**config.mk**
```make
export PLATFORM = sky130hd
export DESIGN_NAME = adc_seq_ctrl
export DESIGN_NICKNAME = d
export VERILOG_FILES = /design/src/rtl/adc_seq_ctrl.sv
export SDC_FILE = /design/constraint.sdc
export NUM_CORES = 1
export LEC_CHECK = 0
export CAP_MARGIN = 20
export CORE_ASPECT_RATIO = 1.1
export CORE_MARGIN = 5
export CORE_UTILIZATION = 36
export CTS_CLUSTER_SIZE = 12
export DETAILED_ROUTE_END_ITERATION = 7
export SYNTH_ARGS = -nofsm -noshare
export SYNTH_HDL_FRONTEND = slang
export SYNTH_SLANG_ARGS = --single-unit
```
**constraint.sdc**
```tcl
create_clock -name clk -period 6 [get_ports clk]
set_input_delay 0.9 -clock clk [delete_from_list [all_inputs] [get_ports clk]]
set_output_delay 0.9 -clock clk [all_outputs]
set_load 0.01 [all_outputs]
```
**src/rtl/adc_seq_ctrl.sv**
```systemverilog
module adc_seq_ctrl #(
  parameter int NCH = 4,
  parameter int DW  = 10
) (
  input  logic                   clk,
  input  logic                   rst_n,
  input  logic                   reg_wr,
  input  logic                   reg_rd,
  input  logic [7:0]             wdata,
  output logic [7:0]             csr_rdata,
  input  logic [$clog2(NCH)-1:0] res_sel,
  output logic [DW-1:0]          res_data,
  input  logic                   dma_rd,
  input  logic                   trig_in,
  input  logic                   standby,
  output logic                   conv_start,
  output logic [$clog2(NCH)-1:0] conv_ch,
  input  logic                   conv_done,
  input  logic [DW-1:0]          conv_data,
  output logic                   irq
);
  localparam int CW = $clog2(NCH);

  logic          flag, ie, go, scan, ten, busy, armed;
  logic [CW-1:0] chan, cur;
  logic          t1, t2, t3;
  logic [DW-1:0] res [NCH];

  logic          wr_go, wr_stop, trig_fall, start_now, abort, last;
  logic          done_ok, flag_set, flag_clr, new_scan;
  logic [CW-1:0] new_chan;

  assign wr_go     = reg_wr & wdata[5];
  assign wr_stop   = reg_wr & ~wdata[5];
  assign trig_fall = ten & t3 & ~t2;
  assign start_now = ~go & ~standby & (wr_go | (trig_fall & ~reg_wr));
  assign abort     = go & (standby | wr_stop);
  assign new_scan  = (reg_wr & ~go) ? wdata[4] : scan;
  assign new_chan  = reg_wr ? wdata[CW-1:0] : chan;
  assign last      = ~scan | (cur >= chan);
  assign done_ok   = busy & conv_done & ~abort;
  assign flag_set  = done_ok & last;
  assign flag_clr  = dma_rd | (reg_wr & ~wdata[7] & armed);

  assign conv_start = go & ~busy;
  assign conv_ch    = cur;
  assign irq        = flag & ie;
  assign res_data   = res[res_sel];

  always_comb begin
    csr_rdata         = '0;
    csr_rdata[7]      = flag;
    csr_rdata[6]      = ie;
    csr_rdata[5]      = go;
    csr_rdata[4]      = scan;
    csr_rdata[3]      = ten;
    csr_rdata[CW-1:0] = chan;
  end

  always_ff @(posedge clk) begin
    if (!rst_n) begin
      {flag, ie, go, scan, ten, busy, armed} <= '0;
      chan <= '0;
      cur  <= '0;
      {t1, t2, t3} <= '0;
      for (int i = 0; i < NCH; i++) res[i] <= '0;
    end else begin
      t1 <= trig_in;
      t2 <= t1;
      t3 <= t2;
      if (reg_wr) begin
        ie   <= wdata[6];
        ten  <= wdata[3];
        chan <= wdata[CW-1:0];
        if (!go) scan <= wdata[4];
      end
      flag <= flag_set | (flag & ~flag_clr);
      if (reg_wr || flag_clr) armed <= 1'b0;
      else if (reg_rd && flag) armed <= 1'b1;

      if (start_now) begin
        go  <= 1'b1;
        cur <= new_scan ? '0 : new_chan;
      end else if (abort) begin
        go   <= 1'b0;
        busy <= 1'b0;
      end else begin
        if (conv_start) busy <= 1'b1;
        if (done_ok) begin
          busy     <= 1'b0;
          res[cur] <= conv_data;
          if (!scan) go <= 1'b0;
          else       cur <= last ? '0 : cur + 1'b1;
        end
      end
    end
  end
endmodule

```
Word level (Yosys, flattened, before mapping)
Memories as Yosys holds them, arrays and structs flattened. Index checks and enable logic that the tools add are counted.

Add/sub/neg operators: 1. Magnitude comparators: 1. Equal/unequal tests: 2. Muxes and demuxes: 24. Bitwise logic cells: 34. Reductions and logical operators: 12.

Operators with widths (count): $and A1 B1 Y1 (17); $mux W2 (8); $mux W1 (15); $not A1 Y1 (12); $mux W10 (1); $reduce_or A10 Y1 (1); $reduce_and A2 Y1 (3); $reduce_bool A3 Y1 (2); $or A1 B1 Y1 (5); $reduce_bool A2 Y1 (2); $ne A3 B1 Y1 const B (1); $reduce_and A3 Y1 (1); $add A2 B1 Y2 const B (1); $ge A2 B2 Y1 (1); $ne A2 B2 Y1 const B (1); $reduce_or A2 Y1 (1); $logic_and A1 B1 Y1 (1); $logic_or A1 B1 Y1 (1).

Register bits after elaboration: 14. RAM bits: 40. Bits of input ports: 28. Output and inout bits: 22. Word-level logic and storage cells: 87. Memories kept: 1.

Memory list: res (depth 4, bits a word 10, read ports 1, clocked after memory_dff 0, wr ports 4, RTL line 27) `logic [DW-1:0] res [NCH];`.

Logic depth before layout (Yosys ltp)
Gate-level depths: netlist of run 1.

Depth after elaboration: 13. Depth in mapped cells: 6. Depth with buffers taken out: 6.

Least setup slack after synthesis of run 1
No wires, ideal clock.

Kind: input to output. Start point: input port res_sel[0]. End point: output port res_data[0]. Data arrival time: 1.738 ns. Setup slack: 3.362 ns. Cell stages on the path: 2. Buffers on the path: 1. Path through: buf_2 -> mux4_2.

Word-level cells in the longest chain between the ends: 1.

Ends and longest elaborated chain: start: declaration (RTL line 11) `input logic [$clog2(NCH)-1:0] res_sel,`; $mem_v2 Z4 W10; end: declaration (RTL line 12) `output logic [DW-1:0] res_data,`.

No other way between the ends.

Final worst setup path of run 1
Start point: input port res_sel[0]. End point: output port res_data[3].

The elaborated chain is that of the path after synthesis.

==> results of run 1 <==
[cell families (layout without fill, tap and decap cells)]
family | after synthesis | count (layout)
AOI/OAI and AO/OA | 25 | 25
adders and majority gates | 2 | 2
buffers and inverters | 20 | 63
DFF | 54 | 54
muxes | 16 | 16
other | 1 | 1
and+or+nand+nor | 76 | 76
[through the flow]
step                      std cells  worst slack, ns  hold WS, ns  instance area (um^2)  util, %
after floorplan                 194             3.36        0.412                  2580        -
after global placement          314             2.09        0.416                  3070     43.8
after detailed placement        314             2.08        0.420                  3070     43.8
after CTS                       322             2.07        0.447                  3180     45.4
after global routing            322             1.98        0.481                  3180     45.4
final                           322             2.14        0.444                  3180     45.4
[worst register-to-register path, stage by stage, from the launching register on]
cell      delay (ns)
dfxtp_1         0.44
nand3b_1        0.16
nand3_1         0.20
nor3_4          0.84
and3_1          0.30
[routing by layer]
layer | share of wire, % | track usage [%]
met1 | 42 | 15.6
met2 | 51 | 21.3
met3 | 5.5 | 3.44
met4 | 0.95 | 3.44
met5 | 0 | 0
[power breakdown]
part           switching, mW  internal, mW  total, mW
Clock                  0.122         0.124      0.246
Sequential           0.00998         0.415      0.425
Combinational         0.0504        0.0558      0.106
Total                  0.182         0.595      0.777
[layout by cell type, fill, tap and decap left out, types with 2 or more instances in the layout]
cell type,n
clkdlybuf4s50_1,47
edfxtp_1,40
and3_1,30
and2_1,15
dfxtp_1,14
mux4_2,10
nor2_1,10
o21ai_0,7
nor2b_1,6
nand2_1,6
a21oi_1,6
mux2i_1,6
clkbuf_8,5
buf_4,4
inv_1,3
nand3_1,2
nand2b_1,2
a21o_1,2
o31a_1,2
ha_1,2
clkinvlp_4,2
[worst max path at each step]
stage               startpoint           to  slack (ns)  depth (start not counted)
floorplan           res_sel[0]  res_data[0]        3.36                          2
global placement    res_sel[0]  res_data[0]        2.09                          3
detailed placement  res_sel[0]  res_data[0]        2.08                          3
CTS                 res_sel[0]  res_data[0]        2.07                          3
global route        res_sel[0]  res_data[3]        1.98                          3
finish              res_sel[0]  res_data[3]        2.14                          3
[area by class of cell]
| cell class | instances | area [um^2] |
|---|---|---|
| clock inverters | 3 | 45.0 |
| well taps | 85 | 106 |
| inverters | 4 | 15.0 |
| fillers | 636 | 3830 |
| repair buffers | 51 | 500 |
| flip-flops and latches | 54 | 1480 |
| multi-input cells | 120 | 963 |
| clock buffers | 5 | 68.8 |
==> flow_summary_export.csv, run 1 <==
group,metric,value,unit
floorplanning,die_w,90.7,um
logic_synthesis,synth_cells,194,
drt,vias,1659,
floorplanning,dieArea,8950,um^2
sta,hold_viol,0,
logic_synthesis,synth_edf_count,40,
clocking,clock_sinks,54,
drt,ant_nets,0,
logic_synthesis,ys_ff_latch,54,
drt,avgRoutedWirePerCell,16.6,um
grt,grt_max_degree,41,
worst_setup_path,cp_cell_sequence,"clkdlybuf4s50_1, mux4_2, clkdlybuf4s50_1",
hold_path,worstHoldEndpoint,"t2",
sta,drv_slew,0,
drt,routed_wl,5.35,mm
clocking,clk_pin_slew,0.10,ns
clocking,cts_max_path_buffers,2,
logic_synthesis,synthMuxAreaShare,11.1,%
logic_synthesis,synthXorXnorAreaFrac,0,%
logic_synthesis,yosys.area_share.simple,18.1,%
worst_setup_path,cp-start-kind,"primary input",
worst_setup_path,path_class,"in -> out",
worst_setup_path,reg2reg_from,"go",
sta,rsz0062_at_grt,"no",
logic_synthesis,netlist-cell-type-count,37,
sta,worst_slew_pin_slew,1.04,ns
hold_path,holdPathStages,1,
grt,globalRouteOverflowTotal,0,
drt,initialDrtViolationCount,43,
grt,antenna_found_initial,0,
run_status,outcome,"finished clean",
logic_synthesis,synth_ff_type,"edfxtp_1",
floorplanning,ios,50,
clocking,cts_hold_buffers,0,
logic_synthesis,yosysSeqAreaShare,57.5,%
floorplanning,core,7010,um^2
logic_synthesis,synthTopCellsByCount,"edfxtp_1 (40), and3_1 (30), and2_1 (15)",
clocking,cts_tree,"yes",
layout,antenna_cells,0,
floorplanning,rows,32,
logic_synthesis,postSynthAreaPerCell,13.3,um^2
drt,drtPass1Iterations,4,
drt,vias_per_cell,5.15,
pwr,p_leak,1.22,nW
worst_setup_path,worst_ep_arrival_time,2.96,ns
layout,regMostFlops,"res",
drt,drc,0,
worst_setup_path,reg2regPathDepth,4,
pwr,p_total,0.777,mW
worst_setup_path,reg2reg_to,"res[1][8]",
sta,finalSetupViolations,0,
sta,fin_crit_sh,64.4,%
floorplanning,dieHeight,98.7,um
placed_design,port_buffers,47,
logic_synthesis,synth_most_common_cell,"edfxtp_1",
grt,grtUsageTotal,12.5,%
grt,grt_pass1_vias,1710,
logic_synthesis,yosys_warnings,0,
grt,grt_first_pass_wirelength,8.90,mm
logic_synthesis,syn_area,2580,um^2
sta,slew_headroom,30.5,%
clocking,cts_root_buffer,"clkbuf_8",
sta,final.setup.tns,0,ns
clocking,numCtsBuffers,5,
placed_design,gp_congestion,0.711,
layout,drive_above_1_share,11.4,%
sta,max_freq,259,MHz
worst_setup_path,crit_path_frequent_cell,"clkdlybuf4s50_1",
worst_setup_path,cp_slowest_cell,"clkdlybuf4s50_1",
clocking,htree_num_levels,2,
worst_setup_path,worst-path-buf-inv,2,
pwr,p_per_area,244,nW/um^2
clocking,cts_resized,0,
clocking,post_cts_buffers,0,
clocking,clk_latency,0.30,ns
logic_synthesis,yosys.area.top_type,"edfxtp_1",
logic_synthesis,netlist.area_leader.share,46.6,%
logic_synthesis,synth_fa_ha_area_share,0.971,%
pwr,vdd_ir_drop_max,0.115,mV
worst_setup_path,critPathTopFamily,"buffers and inverters",
logic_synthesis,yosys-top-cells-area,"edfxtp_1 (47%), dfxtp_1 (11%), mux4_2 (8.7%)",
layout,fin_nets,266,
logic_synthesis,synth_top_family_by_area,"simple AND/OR/NAND/NOR gates",
sta,fin_skew,0.00603,ns
logic_synthesis,synthArstFlopShare,0,%
logic_synthesis,postSynthNetCount,224,
worst_setup_path,crit_path_max_fanout,10,
worst_setup_path,slowest_delay,0.96,ns
worst_setup_path,endpoint_kind,"primary output",
worst_setup_path,cp.required,5.10,ns
sta,period_needed,3.86,ns
floorplanning,start_util,36.8,%
layout,largest_reg_flops,40,
flow_run,cap_viol_max_count,0,
logic_synthesis,synth-compound-area-share,7.14,%
placed_design,dp_hpwl,3.62,mm
hold_path,hold_path_class,"reg -> reg",
hold_path,hp-start,"t1",
worst_setup_path,r2r_setup_slack,3.93,ns
layout,area_growth_syn_to_layout,23.5,%
(Power assumes the default switching activity.)
==> run 2, diff against run 1 <==
clock period = 3.9 ns   (was 6 ns; I/O delays follow)
==> flow_summary_export.csv, run 2 (same netlist as run 1, synthesis figures left out) <==
group,metric,value,unit
floorplanning,rows,32,
hold_path,hold_path_class,"reg -> reg",
drt,drtPass1Iterations,4,
sta,final.setup.tns,0,ns
worst_setup_path,crit_path_max_fanout,10,
drt,avgRoutedWirePerCell,16.5,um
pwr,vdd_ir_drop_max,0.140,mV
clocking,cts_tree,"yes",
floorplanning,dieHeight,98.7,um
floorplanning,core,7010,um^2
grt,antenna_found_initial,0,
layout,num-fill-cells,656,
pwr,p_leak,1.23,nW
clocking,post_cts_buffers,0,
sta,finalSetupViolations,0,
drt,vias,1626,
drt,vias_per_cell,5.00,
clocking,cts_resized,0,
layout,regMostFlops,"res",
worst_setup_path,endpoint_kind,"primary output",
worst_setup_path,path_class,"in -> out",
layout,final_common_cell,"clkdlybuf4s50_1",
pwr,p_per_area,356,nW/um^2
sta,max_freq,345,MHz
placed_design,port_buffers,47,
layout,regArea,1480,um^2
clocking,clk_latency,0.31,ns
layout,layout_common_cells,"clkdlybuf4s50_1 (47), edfxtp_1 (40), and3_1 (30)",
drt,drc,0,
layout,drive_above_1_share,12.1,%
clocking,clock_sinks,54,
layout,multi_input_area,963,um^2
layout,antenna_cells,0,
flow_run,cap_viol_max_count,0,
placed_design,dp_hpwl,3.56,mm
clocking,clk_pin_slew,0.09,ns
sta,hold_viol,0,
grt,grt_first_pass_wirelength,8.85,mm
drt,ant_nets,0,
worst_setup_path,worst_ep_arrival_time,2.31,ns
clocking,cts_max_path_buffers,2,
sta,slew_headroom,48.4,%
layout,area_growth_syn_to_layout,23.3,%
worst_setup_path,cp-start-kind,"primary input",
grt,grtUsageTotal,12.4,%
clocking,cts_root_buffer,"clkbuf_8",
drt,initialDrtViolationCount,66,
sta,fin_ws,1.00,ns
sta,drv_slew,0,
clocking,htree_num_levels,2,
clocking,numCtsBuffers,5,
drt,routed_wl,5.36,mm
worst_setup_path,cp.required,3.31,ns
clocking,cts_hold_buffers,0,
floorplanning,ios,50,
sta,whs,0.441,ns
sta,worst_slew_pin_slew,0.771,ns
sta,period_needed,2.90,ns
placed_design,gp_congestion,0.708,
sta,fin_skew,0.00844,ns
floorplanning,start_util,36.8,%
run_status,outcome,"finished clean",
placed_design,dp_slack,0.984,ns
grt,grt_pass1_vias,1724,
layout,fin_nets,269,
grt,globalRouteOverflowTotal,0,
layout,largest_reg_flops,40,
grt,grt_max_degree,41,
floorplanning,dieArea,8950,um^2
sta,fin_crit_sh,74.3,%
sta,rsz0062_at_grt,"no",
floorplanning,die_w,90.7,um
-- run 2: cell types whose count changed in the layout (fill, tap and decap cells not counted) --
cell        change
clkinv_2        +1
clkbuf_1        +1
buf_4           +3
bufinv_16       -1
clkinv_4        +1
clkinvlp_4      -2
-- run 2: power by group --
part / switching [mW] / internal, mW / leakage (nW)
clock: 0.184 / 0.127 / 0.0452
combinational: 0.0778 / 0.0884 / 0.654
sequential: 0.0152 / 0.638 / 0.528
total: 0.277 / 0.853 / 1.23
-- run 2: worst paths after layout --
path	start	endpoint	slack [ns]	depth (start not counted)
worst min-delay path	t1	t2	0.44	1
worst min register to register	t1	t2	0.44	1
worst max register to register	conv_ch[0]	conv_ch[0]	2.07	6
worst max-delay path	res_sel[0]	res_data[3]	1.00	4
-- run 2: layout make-up --
class	instances	area share [%]
clock inverter	2	0.433
sequential	54	46.7
tap	85	3.35
clock buffer	6	2.29
multi-input combinational	120	30.3
timing repair buffer	54	16.5
inverter	4	0.473
-- run 2: worst max-delay path, stage by stage --
cell             delay [ns]
clkdlybuf4s50_1        0.45
buf_4                  0.24
mux4_2                 0.55
clkdlybuf4s50_1        0.49
-- run 2: metrics by stage --
stage,instances,power [mW],instance area [um^2],utilization [%]
2_1_floorplan,194,0.748,2580,-
3_3_place_gp,317,0.834,3090,44.1
3_5_place_dp,317,0.836,3090,44.1
4_1_cts,325,1.15,3180,45.3
5_1_grt,325,1.19,3180,45.3
6_report,325,1.13,3180,45.3
-- run 2: per-layer routing --
layer,GRT usage [%],vias to the layer above,routed length (um)
li1,-,814,-
met1,15.3,766,2370
met2,21.4,43,2660
met3,3.36,3,295
met4,3.44,0,36
met5,0,-,0
